**config.mk**
```make
export PLATFORM = sky130hd
export DESIGN_NAME = bit_error_monitor
export DESIGN_NICKNAME = d
export VERILOG_FILES = /design/src/rtl/bem_pkg.sv /design/src/rtl/bem_gate_ctrl.sv /design/src/rtl/bem_sat_counter.sv /design/src/rtl/bem_seg_flag.sv /design/src/rtl/bit_error_monitor.sv
export SDC_FILE = /design/constraint.sdc
export NUM_CORES = 1
export LEC_CHECK = 0
export ABC_CLOCK_PERIOD_IN_PS = 3100
export CORE_MARGIN = 2
export CORE_UTILIZATION = 50
export CTS_BUF_LIST = sky130_fd_sc_hd__clkbuf_16
export CTS_CLUSTER_SIZE = 28
export DETAILED_ROUTE_END_ITERATION = 12
export PLACE_DENSITY = 0.76
export SYNTH_ARGS = -nofsm -noshare
export SYNTH_HDL_FRONTEND = slang
export SYNTH_SLANG_ARGS = --single-unit
```
**constraint.sdc**
```tcl
create_clock -name clk -period 3.1 [get_ports clk]
set_input_delay 0.465 -clock clk [delete_from_list [all_inputs] [get_ports clk]]
set_output_delay 0.465 -clock clk [all_outputs]
set_load 0.02 [all_outputs]
```
**src/rtl/bem_pkg.sv**
```systemverilog
package bem_pkg;
    // Per-bit classification produced by the top and consumed by the counters.
    typedef struct packed {
        logic counted;   // valid and outside a gated span
        logic is_err;    // counted and mismatching
        logic err_one;   // counted error on an expected one
        logic err_zero;  // counted error on an expected zero
    } bit_verdict_t;

    localparam int unsigned NUM_COUNTERS = 4;
endpackage

```
**src/rtl/bem_gate_ctrl.sv**
```systemverilog
// Gate span controller.
// Turns the level gate request into a mask that lasts a whole number of
// CHUNK_LEN valid bits. It assumes CHUNK_LEN >= 2. Only cycles that carry a
// valid bit advance the span position.
module bem_gate_ctrl #(
    parameter int unsigned CHUNK_LEN = 512
) (
    input  logic clk,
    input  logic rst_n,
    input  logic bit_valid,
    input  logic gate,
    output logic ignore_bit,
    output logic gated
);
    localparam int unsigned SPAN_W = $clog2(CHUNK_LEN);
    localparam logic [SPAN_W-1:0] SPAN_LAST = SPAN_W'(CHUNK_LEN - 1);

    logic              gated_q;
    logic [SPAN_W-1:0] span_q;
    logic              chunk_done;

    // The current bit is masked if a span is open or the gate is asserted now.
    assign ignore_bit = gate | gated_q;
    assign chunk_done = gated_q && (span_q == SPAN_LAST);
    assign gated      = gated_q;

    // Track the open span and its position, releasing it only at a chunk end.
    always_ff @(posedge clk) begin
        if (!rst_n) begin
            gated_q <= 1'b0;
            span_q  <= '0;
        end else if (bit_valid) begin
            if (!gated_q) begin
                if (gate) begin
                    gated_q <= 1'b1;
                    span_q  <= SPAN_W'(1);
                end
            end else if (chunk_done) begin
                span_q <= '0;
                if (!gate) gated_q <= 1'b0;
            end else begin
                span_q <= span_q + 1'b1;
            end
        end
    end

    assert_release_on_boundary_R7: assert property (@(posedge clk) disable iff (!rst_n)
        $fell(gated_q) |-> ($past(span_q) == SPAN_LAST) && !$past(gate) && $past(bit_valid));

    assert_gate_opens_span_R6: assert property (@(posedge clk) disable iff (!rst_n)
        (bit_valid && gate && !gated_q) |=> gated_q);

    assert_idle_holds_span_R1: assert property (@(posedge clk) disable iff (!rst_n)
        !bit_valid |=> $stable(span_q) && $stable(gated_q));
endmodule

```
**src/rtl/bem_sat_counter.sv**
```systemverilog
// Saturating event counter with synchronous clear.
// It counts one per cycle with inc high and holds at all-ones. Clear wins
// over an increment in the same cycle.
module bem_sat_counter #(
    parameter int unsigned CNT_W = 32
) (
    input  logic             clk,
    input  logic             rst_n,
    input  logic             clr,
    input  logic             inc,
    output logic [CNT_W-1:0] count
);
    localparam logic [CNT_W-1:0] CNT_MAX = '1;

    // Count up to the ceiling, clearing on request.
    always_ff @(posedge clk) begin
        if (!rst_n)                        count <= '0;
        else if (clr)                      count <= '0;
        else if (inc && (count != CNT_MAX)) count <= count + 1'b1;
    end

    assert_no_wrap_R4: assert property (@(posedge clk) disable iff (!rst_n)
        ($past(count) == CNT_MAX && !$past(clr)) |-> count == CNT_MAX);

    assert_clear_zeroes_R5: assert property (@(posedge clk) disable iff (!rst_n)
        clr |=> count == '0);

    assert_single_step_R1: assert property (@(posedge clk) disable iff (!rst_n)
        !clr |=> (count == $past(count)) || (count == $past(count) + 1'b1));
endmodule

```
**src/rtl/bem_seg_flag.sv**
```systemverilog
// Segment error flag generator.
// It splits the valid bit stream into SEG_LEN-bit segments, counted from
// reset and independent of gating. A segment that saw a counted error
// raises the flag for PULSE_LEN clock cycles. It assumes SEG_LEN >= 2 and
// that bit_err is only high together with bit_valid.
module bem_seg_flag #(
    parameter int unsigned SEG_LEN   = 128,
    parameter int unsigned PULSE_LEN = 128
) (
    input  logic clk,
    input  logic rst_n,
    input  logic bit_valid,
    input  logic bit_err,
    output logic err_flag
);
    localparam int unsigned SEG_W   = $clog2(SEG_LEN);
    localparam int unsigned PULSE_W = $clog2(PULSE_LEN + 1);
    localparam logic [SEG_W-1:0] SEG_LAST = SEG_W'(SEG_LEN - 1);

    logic [SEG_W-1:0]   seg_q;
    logic               seg_err_q;
    logic [PULSE_W-1:0] pulse_q;
    logic               seg_end;
    logic               seg_hit;

    assign seg_end  = bit_valid && (seg_q == SEG_LAST);
    assign seg_hit  = seg_err_q | bit_err;
    assign err_flag = (pulse_q != '0);

    // Advance the segment position and collect its error OR.
    always_ff @(posedge clk) begin
        if (!rst_n) begin
            seg_q     <= '0;
            seg_err_q <= 1'b0;
        end else if (seg_end) begin
            seg_q     <= '0;
            seg_err_q <= 1'b0;
        end else if (bit_valid) begin
            seg_q     <= seg_q + 1'b1;
            seg_err_q <= seg_hit;
        end
    end

    // Load the stretch counter on a flagged segment end, otherwise run it down.
    always_ff @(posedge clk) begin
        if (!rst_n)                 pulse_q <= '0;
        else if (seg_end && seg_hit) pulse_q <= PULSE_W'(PULSE_LEN);
        else if (pulse_q != '0)     pulse_q <= pulse_q - 1'b1;
    end

    assert_flag_starts_at_segment_end_R10: assert property (@(posedge clk) disable iff (!rst_n)
        $rose(err_flag) |-> $past(seg_end && seg_hit));

    assert_flag_follows_hit_R10: assert property (@(posedge clk) disable iff (!rst_n)
        (seg_end && seg_hit) |=> err_flag && (pulse_q == PULSE_W'(PULSE_LEN)));

    assert_flag_ends_on_count_R10: assert property (@(posedge clk) disable iff (!rst_n)
        $fell(err_flag) |-> $past(pulse_q) == PULSE_W'(1));

    assert_segment_idle_R9: assert property (@(posedge clk) disable iff (!rst_n)
        !bit_valid |=> $stable(seg_q));
endmodule

```
**src/rtl/bit_error_monitor.sv**
```systemverilog
// Gated bit error monitor (top).
// It compares one received bit against its expected value per valid cycle,
// keeps four saturating counters, masks gated spans in whole chunks and
// raises a stretched flag for each segment with errors. It assumes the
// stream is already aligned to the reference pattern.
module bit_error_monitor #(
    parameter int unsigned CNT_W     = 32,
    parameter int unsigned SEG_LEN   = 128,
    parameter int unsigned CHUNK_LEN = 512
) (
    input  logic             clk,
    input  logic             rst_n,
    input  logic             rx_bit,
    input  logic             ref_bit,
    input  logic             bit_valid,
    input  logic             gate,
    input  logic             clear,
    output logic [CNT_W-1:0] compared_cnt,
    output logic [CNT_W-1:0] error_cnt,
    output logic [CNT_W-1:0] err_on_one_cnt,
    output logic [CNT_W-1:0] err_on_zero_cnt,
    output logic             err_flag,
    output logic             gated
);
    import bem_pkg::*;

    localparam int unsigned     PULSE_LEN = SEG_LEN;
    localparam logic [CNT_W-1:0] CNT_MAX  = '1;

    logic                       ignore_bit;
    bit_verdict_t               verdict;
    logic [NUM_COUNTERS-1:0]    inc_vec;
    logic [CNT_W-1:0]           cnt_arr [NUM_COUNTERS];

    bem_gate_ctrl #(.CHUNK_LEN(CHUNK_LEN)) u_gate (
        .clk        (clk),
        .rst_n      (rst_n),
        .bit_valid  (bit_valid),
        .gate       (gate),
        .ignore_bit (ignore_bit),
        .gated      (gated)
    );

    // Classify the current bit for the counters and the segment flag.
    always_comb begin
        verdict.counted  = bit_valid & ~ignore_bit;
        verdict.is_err   = verdict.counted & (rx_bit ^ ref_bit);
        verdict.err_one  = verdict.is_err & ref_bit;
        verdict.err_zero = verdict.is_err & ~ref_bit;
    end

    assign inc_vec = {verdict.err_zero, verdict.err_one, verdict.is_err, verdict.counted};

    for (genvar k = 0; k < NUM_COUNTERS; k++) begin : g_cnt
        bem_sat_counter #(.CNT_W(CNT_W)) u_cnt (
            .clk   (clk),
            .rst_n (rst_n),
            .clr   (clear),
            .inc   (inc_vec[k]),
            .count (cnt_arr[k])
        );
    end

    assign compared_cnt    = cnt_arr[0];
    assign error_cnt       = cnt_arr[1];
    assign err_on_one_cnt  = cnt_arr[2];
    assign err_on_zero_cnt = cnt_arr[3];

    bem_seg_flag #(.SEG_LEN(SEG_LEN), .PULSE_LEN(PULSE_LEN)) u_flag (
        .clk       (clk),
        .rst_n     (rst_n),
        .bit_valid (bit_valid),
        .bit_err   (verdict.is_err),
        .err_flag  (err_flag)
    );

    assert_split_sums_R3: assert property (@(posedge clk) disable iff (!rst_n)
        (error_cnt != CNT_MAX) |->
            ({1'b0, error_cnt} == ({1'b0, err_on_one_cnt} + {1'b0, err_on_zero_cnt})));

    assert_gated_bits_uncounted_R6: assert property (@(posedge clk) disable iff (!rst_n)
        (gated && bit_valid && !clear) |=> $stable(compared_cnt) && $stable(error_cnt));

    assert_errors_within_compared_R2: assert property (@(posedge clk) disable iff (!rst_n)
        error_cnt <= compared_cnt);
endmodule

```
==> report_table.html <==
<table>
<tr><th>Metric</th><th>Value</th></tr>
<tr><th colspan="2">Run status</th></tr>
<tr><td>Result of the run</td><td>completed</td></tr>
<tr><th colspan="2">Placement</th></tr>
<tr><td>Pre-CTS WS</td><td>0.215 ns</td></tr>
<tr><td>Total placed cells including tap cells</td><td>1265</td></tr>
<tr><td>HPWL after detailed placement</td><td>13.5 mm</td></tr>
<tr><td>Port buffer count</td><td>136</td></tr>
<tr><td>Routability cong.</td><td>0.826</td></tr>
<tr><th colspan="2">Layout</th></tr>
<tr><td>Share of post-route cells with drive strength above 1</td><td>0.0839</td></tr>
<tr><td>Area added between synthesis and finish</td><td>27.6%</td></tr>
<tr><td>Filler-free cell count of the finished design</td><td>1295</td></tr>
<tr><td>Post-layout nets</td><td>1089</td></tr>
<tr><td>Inserted Diodes</td><td>0</td></tr>
<tr><th colspan="2">Drt</th></tr>
<tr><td>DR WL/cell</td><td>15.0 microns</td></tr>
<tr><td>Number of remaining DRC errors</td><td>0</td></tr>
<tr><td>Total detailed-routing wirelength</td><td>19.5 mm</td></tr>
<tr><td>Post-detailed-route via-to-cell ratio</td><td>5.93</td></tr>
<tr><td>Pre-antenna DRT Iters</td><td>5</td></tr>
<tr><td>Total number of vias</td><td>7679</td></tr>
<tr><td>Antenna-violating nets left</td><td>0</td></tr>
<tr><td>Violation count after the first detailed-routing iteration</td><td>603</td></tr>
<tr><th colspan="2">Synthesis</th></tr>
<tr><td>Register area share after synthesis</td><td>0.394</td></tr>
<tr><td>Prevailing post-synth register cell</td><td>sky130_fd_sc_hd__dfxtp_1</td></tr>
<tr><td>Count of flip-flops with a built-in enable after synthesis</td><td>0</td></tr>
<tr><td>Post-Syn Nets</td><td>954</td></tr>
<tr><td>Cell Area, Synth</td><td>0.00783 sq mm</td></tr>
<tr><td>Yosys warning count</td><td>0</td></tr>
<tr><td>Mean Syn Cell Area</td><td>8.34 sq um</td></tr>
<tr><td>Synthesized instance count</td><td>938</td></tr>
<tr><td>Synth unique cells</td><td>70</td></tr>
<tr><td>Share of async-settable or async-resettable flops after synthesis</td><td>0</td></tr>
<tr><td>Seq cells post-synth</td><td>154</td></tr>
<tr><th colspan="2">STA</th></tr>
<tr><td>Hold Fails Final Rpt</td><td>0</td></tr>
<tr><td>Minimum period implied by the final worst setup slack</td><td>2.87 ns</td></tr>
<tr><td>Final Slew Violations</td><td>0</td></tr>
<tr><td>Share of the clock period used by the worst path</td><td>0.924</td></tr>
<tr><td>Post-route setup TNS</td><td>0 ns</td></tr>
<tr><td>Worst-margin pin slew</td><td>1.18 ns</td></tr>
<tr><td>PnR worst setup slack</td><td>0.235 ns</td></tr>
<tr><td>Fin Hold WS</td><td>0.476 ns</td></tr>
<tr><td>Highest achievable clock rate</td><td>349 MHz</td></tr>
<tr><td>Max-slew headroom</td><td>0.206</td></tr>
<tr><td>Post-Route Skew</td><td>0.00832 ns</td></tr>
<tr><td>Unrepaired setup endpoints after global routing</td><td>no</td></tr>
<tr><td>Final Setup Violations</td><td>0</td></tr>
<tr><th colspan="2">Power</th></tr>
<tr><td>IR Drop Worst-Case VDD</td><td>0.453 mV</td></tr>
<tr><td>Power per cell area</td><td>463 mW/mm^2</td></tr>
<tr><td>Leakage component of the power</td><td>3.10 nW</td></tr>
<tr><th colspan="2">Floorplan</th></tr>
<tr><td>Floorplan row count</td><td>45</td></tr>
<tr><td>Area of the core region</td><td>0.0153 sq mm</td></tr>
<tr><td>Initial Utilization</td><td>0.513</td></tr>
<tr><td>Die area</td><td>0.0167 sq mm</td></tr>
<tr><td>Vertical extent of the die</td><td>129 microns</td></tr>
<tr><td>Die W</td><td>129 microns</td></tr>
<tr><td>Num ports</td><td>137</td></tr>
<tr><th colspan="2">Worst setup path</th></tr>
<tr><td>Critical setup path kind</td><td>flop to output pin</td></tr>
<tr><td>Data required, critical path</td><td>2.63 ns</td></tr>
<tr><td>Crit start category</td><td>flop</td></tr>
<tr><td>Critical-path maximum fanout</td><td>5</td></tr>
<tr><td>Data arrival time of the critical path</td><td>2.40 ns</td></tr>
<tr><td>Sort of element at the end of the critical path</td><td>output pin</td></tr>
<tr><th colspan="2">Clock tree</th></tr>
<tr><td>Cts-stage hold buffer count</td><td>0</td></tr>
<tr><td>Longest Clk Path Bufs</td><td>2</td></tr>
<tr><td>CTS tree</td><td>yes</td></tr>
<tr><td>Number of cells upsized or downsized after cts</td><td>1</td></tr>
<tr><td>Number of sinks driven by the clock tree</td><td>154</td></tr>
<tr><td>Buffer type at the clock tree root</td><td>sky130_fd_sc_hd__clkbuf_16</td></tr>
<tr><td>Clock edge transition at the registers on the reported setup and hold paths</td><td>0.06 ns</td></tr>
<tr><td>Clock latency on the worst-skew pair</td><td>0.43 ns</td></tr>
<tr><td>Number of buffers added for setup after CTS</td><td>0</td></tr>
<tr><td>Max H-tree Level</td><td>4</td></tr>
<tr><td>Number of clock buffers inserted by TritonCTS</td><td>17</td></tr>
<tr><th colspan="2">Global route</th></tr>
<tr><td>Pin count of the biggest net entering global routing</td><td>54</td></tr>
<tr><td>Residual overflow from global routing</td><td>0</td></tr>
<tr><td>Via count of the first global-routing pass</td><td>6536</td></tr>
<tr><td>Global router's overall resource usage</td><td>0.231</td></tr>
<tr><td>Wire length of the first global-routing pass</td><td>31.6 mm</td></tr>
<tr><td>Number of antenna violations at the first check in global routing</td><td>0</td></tr>
<tr><th colspan="2">Hold path</th></tr>
<tr><td>Class of the tightest hold or removal check</td><td>flop to flop</td></tr>
<tr><th colspan="2">Job</th></tr>
<tr><td>Total of max-cap violations</td><td>0</td></tr>
</table>
[power breakdown]
part	leakage, nW	internal (mW)	switching (mW)
logic	1.56	0.180	0.229
registers	1.24	2.04	0.0518
clock network	0.293	1.32	0.809
[area by class of cell]
class                   count  area [sq um]
repair buffers            160          1540
inverters                  18          67.6
well taps                 211           264
clock inverters            13           161
flip-flops and latches    154          3080
fillers                  1286          5280
multi-input cells         722          4440
clock buffers              17           425
[worst max-delay path: stages (launching register included)]
cell and delay, ns:
sky130_fd_sc_hd__dfxtp_1 0.35, sky130_fd_sc_hd__or4_1 0.54, sky130_fd_sc_hd__or4b_2 0.73, sky130_fd_sc_hd__dlygate4sd2_1 0.36
[worst paths after layout]
kind,startpoint,end,slack [ns],cells after the start
hold reg to reg,u_gate.span_q[1]$_SDFFE_PN0P_,u_gate.span_q[1]$_SDFFE_PN0P_,0.48,2
setup / recovery,u_flag.pulse_q[3]$_SDFFE_PP0P_,err_flag,0.23,3
hold / removal,u_gate.span_q[1]$_SDFFE_PN0P_,u_gate.span_q[1]$_SDFFE_PN0P_,0.48,2
setup reg to reg,g_cnt[3].u_cnt.count[1]$_SDFFE_PP0P_,g_cnt[3].u_cnt.count[11]$_SDFFE_PP0P_,0.44,7
[layout by cell type, fill, tap and decap left out, types with 4 or more instances in the layout]
master	synthesis	final
sky130_fd_sc_hd__ha_1	9	9
sky130_fd_sc_hd__nor3_1	4	4
sky130_fd_sc_hd__mux2i_1	13	13
sky130_fd_sc_hd__and2_1	7	7
sky130_fd_sc_hd__clkbuf_16	0	17
sky130_fd_sc_hd__or2_2	14	14
sky130_fd_sc_hd__xor2_1	13	13
sky130_fd_sc_hd__a21oi_1	96	96
sky130_fd_sc_hd__dfxtp_1	154	154
sky130_fd_sc_hd__o211ai_1	13	13
sky130_fd_sc_hd__and4_1	22	22
sky130_fd_sc_hd__nand2_1	96	96
sky130_fd_sc_hd__nor2_1	55	54
sky130_fd_sc_hd__buf_4	3	24
sky130_fd_sc_hd__bufinv_16	0	4
sky130_fd_sc_hd__and3_1	15	15
sky130_fd_sc_hd__nor4_1	10	9
sky130_fd_sc_hd__nand3_1	46	46
sky130_fd_sc_hd__clkdlybuf4s50_1	0	135
sky130_fd_sc_hd__or3_1	58	58
sky130_fd_sc_hd__or4_1	36	36
sky130_fd_sc_hd__xnor2_1	11	11
sky130_fd_sc_hd__nand4_1	42	42
sky130_fd_sc_hd__o31ai_1	34	34
sky130_fd_sc_hd__a31o_2	4	4
sky130_fd_sc_hd__nor2b_1	4	4
sky130_fd_sc_hd__clkinv_1	1	4
sky130_fd_sc_hd__o21ai_0	65	65
sky130_fd_sc_hd__inv_1	17	19
[flip-flops by register name (all words and copies together) (netlist names)]
register / count
u_gate.gated: 1
u_flag.seg_q: 7
u_flag.pulse_q: 8
u_gate.span_q: 9
u_flag.seg_err_q: 1
g_cnt.u_cnt.count: 128
[stage by stage]
stage	utilization	power, mW	instance area (sq um)
floorplan	-	2.45	7830
global placement	0.616	2.54	9400
detailed placement	0.616	2.55	9400
CTS	0.654	4.66	9980
global route	0.654	4.79	9980
finish	0.654	4.63	9980
[logic make-up after synthesis]
| group | Yosys count | synth area share |
|---|---|---|
| mux | 13 | 0.0166 |
| compound gates | 240 | 0.186 |
| buf+inv | 62 | 0.0417 |
| fa+ha+maj | 9 | 0.0144 |
| flops | 154 | 0.394 |
| simple gates | 436 | 0.320 |
| xor+xnor | 24 | 0.0269 |
[per-layer routing]
layer | global-route usage | vias to the layer above | wire length, microns
li1 | - | 3828 | -
met1 | 0.327 | 3611 | 9370
met2 | 0.357 | 216 | 8710
met3 | 0.0429 | 24 | 1140
met4 | 0.0742 | 0 | 261
met5 | 0 | - | 0
[cells in the mapped netlist, types with 9 or more instances]
cell	n	area share
sky130_fd_sc_hd__nor4_1	10	0.0080
sky130_fd_sc_hd__nor2_1	55	0.026
sky130_fd_sc_hd__xnor2_1	11	0.012
sky130_fd_sc_hd__or3_1	58	0.046
sky130_fd_sc_hd__or4_1	36	0.035
sky130_fd_sc_hd__dfxtp_1	154	0.39
sky130_fd_sc_hd__ha_1	9	0.014
sky130_fd_sc_hd__o31ai_1	34	0.033
sky130_fd_sc_hd__mux2i_1	13	0.017
sky130_fd_sc_hd__and4_1	22	0.025
sky130_fd_sc_hd__nand4_1	42	0.034
sky130_fd_sc_hd__o211ai_1	13	0.012
sky130_fd_sc_hd__and3_1	15	0.012
sky130_fd_sc_hd__a21oi_1	96	0.061
sky130_fd_sc_hd__clkbuf_1	25	0.012
sky130_fd_sc_hd__o21ai_0	65	0.042
sky130_fd_sc_hd__nand2_1	96	0.046
sky130_fd_sc_hd__inv_1	17	0.0082
sky130_fd_sc_hd__or2_2	14	0.011
sky130_fd_sc_hd__xor2_1	13	0.015
sky130_fd_sc_hd__nand3_1	46	0.029
Note: power is estimated with default switching activity, not from simulation.
